==> src/rtl/dspi_pkg.sv <==
package dspi_pkg;
  timeunit 1ns;
  timeprecision 1ps;

  localparam int ADDR_W  = 8;
  localparam int DATA_W  = 16;
  localparam int FRAME_W = ADDR_W + DATA_W;

  localparam logic [ADDR_W-1:0] RDEN_ADDR = 8'h00;
  localparam logic DOM_DEMOD = 1'b0;
  localparam logic DOM_CONV  = 1'b1;

  typedef enum logic [2:0] {
    STP_WR, STP_EN_DEM, STP_EN_CNV, STP_RD, STP_DIS_CNV, STP_DIS_DEM
  } step_e;

  // readout-enable control value: only bit 1 is meaningful
  function automatic logic [DATA_W-1:0] rden_word(input logic on);
    return on ? 16'h0002 : 16'h0000;
  endfunction

  function automatic logic step_dom(input step_e s, input logic host_dom);
    case (s)
      STP_EN_DEM, STP_DIS_DEM: return DOM_DEMOD;
      STP_EN_CNV, STP_DIS_CNV: return DOM_CONV;
      default:                 return host_dom;
    endcase
  endfunction

  function automatic logic [FRAME_W-1:0] step_frame(input step_e s,
                                                    input logic [ADDR_W-1:0] a,
                                                    input logic [DATA_W-1:0] d);
    case (s)
      STP_EN_DEM, STP_EN_CNV:   return {RDEN_ADDR, rden_word(1'b1)};
      STP_DIS_CNV, STP_DIS_DEM: return {RDEN_ADDR, rden_word(1'b0)};
      STP_RD:                   return {a, {DATA_W{1'b0}}};
      default:                  return {a, d};
    endcase
  endfunction

  function automatic step_e step_next(input step_e s);
    case (s)
      STP_EN_DEM:  return STP_EN_CNV;
      STP_EN_CNV:  return STP_RD;
      STP_RD:      return STP_DIS_CNV;
      STP_DIS_CNV: return STP_DIS_DEM;
      default:     return STP_WR;
    endcase
  endfunction

  // clock cycles from one frame start to the next inside a request
  function automatic int frame_cycles(input int setup, input int div);
    return 1 + 2 * setup + 2 * FRAME_W * div;
  endfunction
endpackage

==> src/rtl/dspi_phy.sv <==
module dspi_phy
  import dspi_pkg::*;
#(
  parameter int CLK_DIV   = 2,
  parameter int SETUP_CYC = 3
) (
  input  logic               clk,
  input  logic               rst_n,
  input  logic               start,
  input  logic               frm_dom,
  input  logic [FRAME_W-1:0] frm_word,
  output logic               idle,
  output logic               done,
  output logic [DATA_W-1:0]  rx_data,
  output logic               spi_sclk,
  output logic               spi_csn,
  output logic               spi_mosi,
  input  logic               spi_miso,
  output logic               spi_dom
);
  timeunit 1ns;
  timeprecision 1ps;

  localparam int CNT_MAX = (CLK_DIV > SETUP_CYC) ? CLK_DIV : SETUP_CYC;
  localparam int CNT_W   = $clog2(CNT_MAX + 1);
  localparam int BIT_W   = $clog2(FRAME_W);
  localparam logic [CNT_W-1:0] DIV_END  = CNT_W'(CLK_DIV - 1);
  localparam logic [CNT_W-1:0] SET_END  = CNT_W'(SETUP_CYC - 1);
  localparam logic [BIT_W-1:0] LAST_BIT = BIT_W'(FRAME_W - 1);

  typedef enum logic [1:0] {PH_IDLE, PH_LEAD, PH_SHIFT, PH_TRAIL} ph_e;

  ph_e                ph;
  logic [CNT_W-1:0]   cnt;
  logic [BIT_W-1:0]   bit_cnt;
  logic [FRAME_W-1:0] tx_sr;
  logic [DATA_W-1:0]  rx_sr;
  logic               sclk_q, csn_q, dom_q;

  // named internal events
  logic half_tick, sclk_rise, sclk_fall, frame_end, lead_end;
  assign half_tick = (ph == PH_SHIFT) && (cnt == DIV_END);
  assign sclk_rise = half_tick && !sclk_q;
  assign sclk_fall = half_tick && sclk_q;
  assign frame_end = sclk_fall && (bit_cnt == LAST_BIT);
  assign lead_end  = (ph == PH_LEAD) && (cnt == SET_END);
  assign done      = (ph == PH_TRAIL) && (cnt == SET_END);
  assign idle      = (ph == PH_IDLE);

  always_ff @(posedge clk) begin
    if (!rst_n) begin
      ph      <= PH_IDLE;
      cnt     <= '0;
      bit_cnt <= '0;
      tx_sr   <= '0;
      rx_sr   <= '0;
      sclk_q  <= 1'b0;
      csn_q   <= 1'b1;
      dom_q   <= 1'b0;
    end else begin
      case (ph)
        PH_IDLE: if (start) begin
          ph      <= PH_LEAD;
          cnt     <= '0;
          bit_cnt <= '0;
          dom_q   <= frm_dom;
          tx_sr   <= frm_word;
        end
        PH_LEAD: if (lead_end) begin
          ph    <= PH_SHIFT;
          cnt   <= '0;
          csn_q <= 1'b0;
        end else begin
          cnt <= cnt + 1'b1;
        end
        PH_SHIFT: if (half_tick) begin
          cnt <= '0;
          if (sclk_rise) begin
            sclk_q <= 1'b1;
            rx_sr  <= {rx_sr[DATA_W-2:0], spi_miso};
          end else begin
            sclk_q <= 1'b0;
            if (frame_end) begin
              ph    <= PH_TRAIL;
              csn_q <= 1'b1;
            end else begin
              bit_cnt <= bit_cnt + 1'b1;
              tx_sr   <= {tx_sr[FRAME_W-2:0], 1'b0};
            end
          end
        end else begin
          cnt <= cnt + 1'b1;
        end
        PH_TRAIL: if (done) begin
          ph  <= PH_IDLE;
          cnt <= '0;
        end else begin
          cnt <= cnt + 1'b1;
        end
        default: ph <= PH_IDLE;
      endcase
    end
  end

  assign spi_sclk = sclk_q;
  assign spi_csn  = csn_q;
  assign spi_mosi = tx_sr[FRAME_W-1];
  assign spi_dom  = dom_q;
  assign rx_data  = rx_sr;

  AST_DOM_HELD:    assert property (@(posedge clk) disable iff (!rst_n)
                     !spi_csn |-> $stable(spi_dom));
  AST_SCLK_PARK:   assert property (@(posedge clk) disable iff (!rst_n)
                     spi_csn |-> !spi_sclk);
  AST_FRAME_BITS:  assert property (@(posedge clk) disable iff (!rst_n)
                     $rose(spi_csn) |-> $past(bit_cnt) == LAST_BIT);
  AST_MOSI_ON_FALL: assert property (@(posedge clk) disable iff (!rst_n)
                     (!spi_csn && !$fell(spi_sclk)) |-> $stable(spi_mosi));
endmodule

==> src/rtl/dspi_ctrl.sv <==
module dspi_ctrl
  import dspi_pkg::*;
#(
  parameter int REP_W     = 3,
  parameter int FRAME_CYC = 103
) (
  input  logic               clk,
  input  logic               rst_n,
  input  logic               req_valid,
  output logic               req_ready,
  input  logic               req_write,
  input  logic               req_dom,
  input  logic [ADDR_W-1:0]  req_addr,
  input  logic [DATA_W-1:0]  req_data,
  input  logic [REP_W-1:0]   req_repeat,
  output logic               busy,
  output logic               rsp_valid,
  output logic [DATA_W-1:0]  rsp_data,
  output logic               rsp_mismatch,
  output logic               phy_start,
  output logic               phy_dom,
  output logic [FRAME_W-1:0] phy_word,
  input  logic               phy_idle,
  input  logic               phy_done,
  input  logic [DATA_W-1:0]  phy_rx
);
  timeunit 1ns;
  timeprecision 1ps;

  localparam int FC_W = $clog2(FRAME_CYC + 1);

  logic              run, inflight;
  step_e             step;
  logic              h_dom;
  logic [ADDR_W-1:0] h_addr;
  logic [DATA_W-1:0] h_data;
  logic [REP_W-1:0]  reps, rd_cnt, rep_eff;
  logic [DATA_W-1:0] first_q;
  logic              mm_q, rsp_q;
  logic              rden_dem, rden_cnv;
  logic [FC_W-1:0]   fr_cnt;

  // named internal events
  logic accept, rd_last, seq_last;
  assign accept    = req_valid && req_ready;
  assign rep_eff   = (req_repeat == '0) ? REP_W'(1) : req_repeat;
  assign rd_last   = ({1'b0, rd_cnt} + 1'b1) == {1'b0, reps};
  assign seq_last  = (step == STP_WR) || (step == STP_DIS_DEM);
  assign phy_start = run && !inflight && phy_idle;
  assign phy_dom   = step_dom(step, h_dom);
  assign phy_word  = step_frame(step, h_addr, h_data);

  always_ff @(posedge clk) begin
    if (!rst_n) begin
      run      <= 1'b0;
      inflight <= 1'b0;
      step     <= STP_WR;
      h_dom    <= 1'b0;
      h_addr   <= '0;
      h_data   <= '0;
      reps     <= '0;
      rd_cnt   <= '0;
      first_q  <= '0;
      mm_q     <= 1'b0;
      rsp_q    <= 1'b0;
      rden_dem <= 1'b0;
      rden_cnv <= 1'b0;
    end else begin
      rsp_q <= 1'b0;
      if (accept) begin
        run     <= 1'b1;
        step    <= req_write ? STP_WR : STP_EN_DEM;
        h_dom   <= req_dom;
        h_addr  <= req_addr;
        h_data  <= req_data;
        reps    <= rep_eff;
        rd_cnt  <= '0;
        first_q <= '0;
        mm_q    <= 1'b0;
      end
      if (phy_start) inflight <= 1'b1;
      if (phy_done) begin
        inflight <= 1'b0;
        case (step)
          STP_EN_DEM:  rden_dem <= 1'b1;
          STP_EN_CNV:  rden_cnv <= 1'b1;
          STP_DIS_CNV: rden_cnv <= 1'b0;
          STP_DIS_DEM: rden_dem <= 1'b0;
          STP_RD: begin
            if (rd_cnt == '0) first_q <= phy_rx;
            else if (phy_rx != first_q) mm_q <= 1'b1;
            rd_cnt <= rd_cnt + 1'b1;
          end
          default: ;
        endcase
        if (seq_last) begin
          run   <= 1'b0;
          rsp_q <= 1'b1;
        end else if (step != STP_RD || rd_last) begin
          step <= step_next(step);
        end
      end
    end
  end

  // frame length observer for the assertion below
  always_ff @(posedge clk) begin
    if (!rst_n)         fr_cnt <= '0;
    else if (phy_start) fr_cnt <= '0;
    else                fr_cnt <= fr_cnt + 1'b1;
  end

  assign req_ready    = !run;
  assign busy         = run;
  assign rsp_valid    = rsp_q;
  assign rsp_data     = first_q;
  assign rsp_mismatch = mm_q;

  AST_NO_WR_IN_RDMODE: assert property (@(posedge clk) disable iff (!rst_n)
                         (phy_start && step == STP_WR) |-> (!rden_dem && !rden_cnv));
  AST_RD_IN_RDMODE:    assert property (@(posedge clk) disable iff (!rst_n)
                         (phy_start && step == STP_RD) |-> (rden_dem && rden_cnv));
  AST_EN_ORDER:        assert property (@(posedge clk) disable iff (!rst_n)
                         $rose(rden_cnv) |-> rden_dem);
  AST_DIS_ORDER:       assert property (@(posedge clk) disable iff (!rst_n)
                         $fell(rden_dem) |-> !rden_cnv);
  AST_ACCEPT_BUSY:     assert property (@(posedge clk) disable iff (!rst_n)
                         accept |=> busy);
  AST_RSP_AT_END:      assert property (@(posedge clk) disable iff (!rst_n)
                         rsp_valid |-> (!busy && $past(busy)));
  AST_FRAME_LEN:       assert property (@(posedge clk) disable iff (!rst_n)
                         phy_done |-> fr_cnt == FC_W'(FRAME_CYC - 2));
endmodule

==> src/rtl/dspi_rdbk_seq.sv <==
module dspi_rdbk_seq
  import dspi_pkg::*;
#(
  parameter int CLK_DIV   = 2,
  parameter int SETUP_CYC = 3,
  parameter int REP_W     = 3
) (
  input  logic              clk,
  input  logic              rst_n,
  input  logic              req_valid,
  output logic              req_ready,
  input  logic              req_write,
  input  logic              req_dom,
  input  logic [ADDR_W-1:0] req_addr,
  input  logic [DATA_W-1:0] req_data,
  input  logic [REP_W-1:0]  req_repeat,
  output logic              busy,
  output logic              rsp_valid,
  output logic [DATA_W-1:0] rsp_data,
  output logic              rsp_mismatch,
  output logic              spi_sclk,
  output logic              spi_csn,
  output logic              spi_mosi,
  input  logic              spi_miso,
  output logic              spi_dom
);
  timeunit 1ns;
  timeprecision 1ps;

  localparam int FRAME_CYC = frame_cycles(SETUP_CYC, CLK_DIV);

  logic               phy_start, phy_dom, phy_idle, phy_done;
  logic [FRAME_W-1:0] phy_word;
  logic [DATA_W-1:0]  phy_rx;

  dspi_ctrl #(.REP_W(REP_W), .FRAME_CYC(FRAME_CYC)) u_ctrl (
    .clk(clk), .rst_n(rst_n),
    .req_valid(req_valid), .req_ready(req_ready), .req_write(req_write),
    .req_dom(req_dom), .req_addr(req_addr), .req_data(req_data),
    .req_repeat(req_repeat), .busy(busy), .rsp_valid(rsp_valid),
    .rsp_data(rsp_data), .rsp_mismatch(rsp_mismatch),
    .phy_start(phy_start), .phy_dom(phy_dom), .phy_word(phy_word),
    .phy_idle(phy_idle), .phy_done(phy_done), .phy_rx(phy_rx)
  );

  dspi_phy #(.CLK_DIV(CLK_DIV), .SETUP_CYC(SETUP_CYC)) u_phy (
    .clk(clk), .rst_n(rst_n),
    .start(phy_start), .frm_dom(phy_dom), .frm_word(phy_word),
    .idle(phy_idle), .done(phy_done), .rx_data(phy_rx),
    .spi_sclk(spi_sclk), .spi_csn(spi_csn), .spi_mosi(spi_mosi),
    .spi_miso(spi_miso), .spi_dom(spi_dom)
  );
endmodule

==> config.mk <==
export PLATFORM = sky130hd
export DESIGN_NAME = dspi_rdbk_seq
export DESIGN_NICKNAME = d
export VERILOG_FILES = /design/src/rtl/dspi_pkg.sv /design/src/rtl/dspi_phy.sv /design/src/rtl/dspi_ctrl.sv /design/src/rtl/dspi_rdbk_seq.sv
export SDC_FILE = /design/constraint.sdc
export NUM_CORES = 1
export LEC_CHECK = 0
export BUFFER_PORTS_ARGS = -buffer_cell sky130_fd_sc_hd__buf_2
export CORE_ASPECT_RATIO = 1.5
export CORE_MARGIN = 2
export CORE_UTILIZATION = 30
export DETAILED_ROUTE_END_ITERATION = 7
export HOLD_SLACK_MARGIN = 0.08
export SETUP_SLACK_MARGIN = 0.3
export SYNTH_ARGS = -nofsm -noshare
export SYNTH_HDL_FRONTEND = slang
export SYNTH_SLANG_ARGS = --single-unit
==> constraint.sdc <==
create_clock -name clk -period 4.5 [get_ports clk]
set_clock_uncertainty 0.1 [all_clocks]
set_input_delay 0.225 -clock clk [delete_from_list [all_inputs] [get_ports clk]]
set_output_delay 0.225 -clock clk [all_outputs]
set_load 0.005 [all_outputs]
---- Word-level counts from Yosys, hierarchy flattened ----
Cells that the tools add are included.
cells by class
  add/subtract/negate cells ............... 4
  equality and inequality tests ........... 21
  mux-type cells .......................... 53
  bitwise operators ....................... 1
  reduce and logical (&&, ||, !) cells .... 32
operators by type and width
  kind                                                  count
  two-way mux 24 bit                                    4
  case mux 24 bit (3 select lines)                      1
  two-way mux 16 bit                                    4
  case mux 24 bit (2 select lines)                      1
  two-way mux 3 bit                                     8
  two-way mux 2 bit                                     10
  two-way mux 5 bit                                     4
  != test 16 bit                                        1
  case mux 2 bit (4 select lines)                       2
  two-way mux 1 bit                                     15
  case mux 3 bit (4 select lines)                       1
  case mux 5 bit (2 select lines)                       1
  AND reduction 5 bit                                   2
  OR reduction 2 bit                                    5
  logical AND 1 bit                                     9
  logical NOT 3 bit                                     3
  != test 2 bit (second input constant)                 4
  equality test 2 bit (second input constant)           3
  equality test 3 x 2 -> 1 bit (second input constant)  2
  equality test 3 bit (second input constant)           2
  != test 2 x 1 -> 1 bit (second input constant)        3
  AND reduction 2 bit                                   3
  AND reduction 6 bit                                   1
  adder 5 x 1 -> 5 bit (second input constant)          1
  15 further kinds                                      21
word-level totals
  flip-flop bits (word level) ............. 106
  input port bits ......................... 33
  output and inout port bits .............. 24
  logic and storage cells ................. 130

---- Longest topological paths before layout ----
  depth in word-level cells ............... 8
  depth in mapped cells ................... 8
  depth with buffers taken out ............ 6

---- By module ----
From an unflattened synthesis, not the netlist that was laid out.
unflattened totals
  cells, all modules ...................... 561
  area total of the unflattened synthesis .. 4,963.5 sq um
by module, submodules not included
  module     instances  cells an instance  area an instance (sq um)  sequential area each (sq um)
  dspi_ctrl  1          298                2,577.5                   1,081.0
  dspi_phy   1          263                2,386.0                   1,041.0

---- Worst setup path before layout ----
Ideal clock, no wire load.
  path kind ............................... flip-flop to flip-flop
  from .................................... register u_phy.ph[0]
  to ...................................... register u_phy.bit_cnt[0]
  setup time .............................. 0.070 ns
  data arrival time ....................... 1.661 ns
  required time ........................... 4.330 ns
  slack ................................... 2.668 ns
  cell stages (with the launch flop) ...... 8
  path buffers ............................ 2
  period minus slack after synthesis ...... 1.832 ns
  cells stage by stage .................... dfxtp_1 -> inv_1 -> ha_1 -> clkbuf_1 -> and2_1 -> buf_2 -> or4_1 -> a21oi_1
on the way
  word-level cells in the longest chain between the ends .. 6
  elaborated cells between the ends (all ways) .. 14
  classes of those cells .................. 5 x eq/ne; 1 x mux; 8 x reduce/logical
RTL lines
  item                                  line                            RTL
  start, declared                       dspi_phy.sv:33                  ph_e ph;
  start signal, assigned                dspi_phy.sv:52                  ph <= PH_IDLE;
  start signal, assigned                dspi_phy.sv:63                  ph <= PH_LEAD;
  start signal, assigned                dspi_phy.sv:70                  ph <= PH_SHIFT;
  equality test 2 bit                   dspi_phy.sv:42, dspi_phy.sv:61
  logical AND 1 bit                     dspi_phy.sv:42                  assign half_tick = (ph == PH_SHIFT) && (cnt == DIV_END);
  logical AND 1 bit                     dspi_phy.sv:44                  assign sclk_fall = half_tick && sclk_q;
  logical AND 1 bit                     dspi_phy.sv:45                  assign frame_end = sclk_fall && (bit_cnt == LAST_BIT);
  != test 2 bit (no source line)        n/a
  AND reduction 5 bit (no source line)  n/a
  end signal, assigned                  dspi_phy.sv:87                  bit_cnt <= bit_cnt + 1'b1;
  end, declared                         dspi_phy.sv:35                  logic [BIT_W-1:0] bit_cnt;
Parallel ways exist; a longest one is shown, timed or not.
A chain may end at the register's enable or synchronous reset.

---- Worst setup path after layout ----
  from .................................... register u_phy.ph[0]
  to ...................................... register u_phy.tx_sr[5]
on the way
  word-level cells in the longest chain between the ends .. 6
  elaborated cells between the ends (all ways) .. 14
  classes of those cells .................. 5 x eq/ne; 1 x mux; 8 x reduce/logical
RTL lines
  item                                  line                            RTL
  equality test 2 bit                   dspi_phy.sv:42, dspi_phy.sv:61
  logical AND 1 bit                     dspi_phy.sv:42
  logical AND 1 bit                     dspi_phy.sv:44
  logical AND 1 bit                     dspi_phy.sv:45
  != test 2 bit (no source line)        n/a
  AND reduction 5 bit (no source line)  n/a
  end signal, assigned                  dspi_phy.sv:67                  tx_sr <= frm_word;
  end signal, assigned                  dspi_phy.sv:88                  tx_sr <= {tx_sr[FRAME_W-2:0], 1'b0};
  end, declared                         dspi_phy.sv:36                  logic [FRAME_W-1:0] tx_sr;
Parallel ways exist; a longest one is shown, timed or not.

==> flow_summary.toml <==
[run_status]
status = "completed"

[placement]
gp_congestion = 0.778
dp_cells = 778
post-dp-hpwl_um = 7890
dpl_cell_area_mm2 = 0.00514
port-buffer-count = 56
dp_slack_ns = 1.94

[timing]
final-hold-violation-count = 0
rsz0062_at_grt = "false"
max_slew_margin_pct = 28.5
tightest_slew_ns = 1.07
fin_ws_ns = 1.86
finalSetupTns_ns = 0
slew_violations = 0
fin_crit_sh_pct = 58.8
final.min_clock_period_ns = 2.64
max_freq_mhz = 378
setup_viol = 0

[synthesis]
netlist_area_mm2 = 0.00474
synth_nets = 594
synthMuxAreaShare_pct = 0.871
synth_edf_count = 0
syn_inst = 554
ys_seq_elements = 106
synth_top_family_by_area = "compound AO/OA/AOI/OAI gates"
ys.flop_type = "dfxtp_1"
synth-compound-area-share_pct = 24.8
yosysSeqAreaShare_pct = 44.8
synth-async-reset-ratio_pct = 0
synthXorXnorAreaFrac_pct = 3.70
ys_warn_count = 0
synthAdderAreaFrac_pct = 1.85
synth-simple-area-share_pct = 19.3
synth.distinct_cells = 61
syn_area_per_cell_um2 = 8.56

[layout]
antenna_cells = 0
nFillCells = 1579
utilization_pct = 37.0
design_area_mm2 = 0.00576
drive_gt1_share_pct = 16.9
area_growth_pct = 21.6
fin_cells = 823
fin_nets = 655

[routing]
vias = 4180
drc_errors = 0
ant_nets = 0
first_pass_iters = 5
drt-total-wl_um = 12000
avgViaCountPerCell = 5.08
drt-initial-drc-count = 142
wl_per_cell_um = 14.6

[pwr]
power_frac_clock_pct = 32.2
comb_power_share_pct = 27.2
p_sw_uw = 876
ir_drop_mv = 0.296
power.density_mw_per_mm2 = 466
switching_share_pct = 32.6
p_leak_uw = 0.00211
internal_power_uw = 1810
p_seq_share_pct = 40.6

[flow_run]
maxCapViolations = 0

[die]
row_count = 56
die_w_um = 107
dieHeight_um = 158
start_util_pct = 30.5
io_pins = 57
core_mm2 = 0.0156
die-area_mm2 = 0.0168

[critical_path]
r2r_cells = 7
r2r_slack_ns = 1.86
crit_path_end_kind = "flop"
path_class = "flop to flop"
cp_num_buf_inv = 3
startpoint_type = "flop"
cp.arrival_ns = 2.80
slowest_stage = "o31ai_4"
cp.required_ns = 4.65
max_stage_delay_ns = 0.87
crit_cells = 7
path_cells = "inv_1 -> ha_1 -> buf_4 -> inv_2 -> o31ai_4 -> a21oi_1 -> a211oi_1"
crit_fanout = 31
cpLargestDelayFamily = "compound AO/OA/AOI/OAI gates"

[grt]
grt_pass1_vias = 4181
grt_pass1_wl_um = 19600
grt_max_degree = 87
track_usage_pct = 14.4
grt_overflow = 0
antenna_found_initial = 0

[cts]
hold_buffers = 29
htreeDepth = 3
clock_sink_count = 106
post-cts-setup-buffers = 0
clk_path_buf_depth = 2
cts_tree = "done"
numCtsBuffers = 9
cts-resized-gates = 0
clk_latency_ns = 0.36
clockRootBuffer = "clkbuf_16"
path_clk_slew_ns = 0.07

[min_path]
hold_depth = 3
holdCritPathClass = "primary input to flop"
-- final timing paths --
path / startpoint / to
worst max-delay path: u_phy.ph[0] / u_phy.tx_sr[5]
worst min-delay path: req_valid / u_ctrl.busy
worst max register to register: u_phy.ph[0] / u_phy.tx_sr[5]
worst min register to register: u_ctrl.h_addr[0] / u_ctrl.h_addr[0]
-- registers in the layout (all words and copies together) (netlist names), 2 cells and up --
| register | cells |
|---|---|
| u_phy.tx_sr | 24 |
| u_ctrl.h_data | 16 |
| u_ctrl.rsp_data | 16 |
| u_phy.rx_data | 16 |
| u_ctrl.h_addr | 8 |
| u_phy.bit_cnt | 5 |
| u_ctrl.rd_cnt | 3 |
| u_ctrl.reps | 3 |
| u_ctrl.step | 3 |
| u_phy.cnt | 2 |
| u_phy.ph | 2 |
-- routing by layer --
layer,vias to the layer above,GRT usage (%),share of wire [%]
met4,0,6.12,1.9
li1,2076,-,-
met3,19,3.38,4.4
met1,1982,16.2,42
met5,-,0,0
met2,103,25.9,51
-- logic make-up (layout without fill, tap and decap cells) --
| group | Yosys count | in the layout |
|---|---|---|
| AOI/OAI and AO/OA | 176 | 176 |
| xor gates and xnor gates | 20 | 20 |
| adders and majority gates | 7 | 7 |
| buffers and inverters | 52 | 118 |
| DFF | 106 | 106 |
| muxes | 4 | 4 |
| and+or+nand+nor | 189 | 189 |
-- Yosys cell counts (all sizes together) (2+ instances only) --
cell type  count  area (um2)
and3b          2        17.5
a211oi        21         208
o21ai         14        70.1
inv            9        33.8
nor4           3        18.8
nand2b         5        31.3
buf           17        90.1
nor4b          2        17.5
o22ai          5        31.3
o21a           2        15.0
and3           4        26.3
nand3b        15         129
ha             7        87.6
nor2          17        66.3
nor2b          2        12.5
a22o           7        61.3
or4b           2        20.0
a2111oi        2        17.5
nand4          5        31.3
a21oi         89         464
a22oi         22         165
a21boi         3        22.5
o311a          2        20.0
clkbuf        25        95.1
nor3           9        45.0
or3            2        17.5
nand2        111         417
xor2           2        17.5
mux2i          3        30.0
dfxtp        106        2120
nand3          6        30.0
xnor2         18         158
-- worst register-to-register path, cell delays in order (launching register included) --
cell,delay [ns]
dfxtp_1,0.34
inv_1,0.09
ha_1,0.14
buf_4,0.33
inv_2,0.18
o31ai_4,0.87
a21oi_1,0.21
a211oi_1,0.28
-- power by group through the flow --
stage | clock (uW) | combinational [uW] | sequential, uW
floorplan | 0 | 592 | 1090
global placement | 0 | 677 | 1110
detailed placement | 0 | 710 | 1110
CTS | 891 | 732 | 1090
global route | 924 | 815 | 1100
finish | 865 | 730 | 1090
-- layout make-up --
class	count	area [um2]	area share, %
repair buffers	92	623	10.8
clock inverters	5	86.3	1.50
inverters	10	37.5	0.651
flip-flops and latches	106	2120	36.8
multi-input cells	396	2400	41.6
well taps	203	254	4.41
clock buffers	11	243	4.21
-- cell usage in the layout, fill, tap and decap left out, types with 9 or more instances in the layout --
master and n:
a211oi_1 11, a211oi_2 10, a21oi_1 86, a22oi_1 22
buf_2 56, clkbuf_16 9, dfxtp_1 106, dlygate4sd3_1 29
nand2_1 111, nand3b_1 13, nor2_1 16, nor3_1 9
o21ai_0 14, xnor2_1 18
-- per-stage QoR --
step | hold WS [ns] | total power [uW]
6_report | 0.112 | 2690
5_1_grt | 0.131 | 2840
4_1_cts | 0.0981 | 2710
3_5_place_dp | 0.351 | 1820
3_3_place_gp | 0.337 | 1790
2_1_floorplan | 0.261 | 1680
Note: power is estimated with default switching activity, not from simulation.
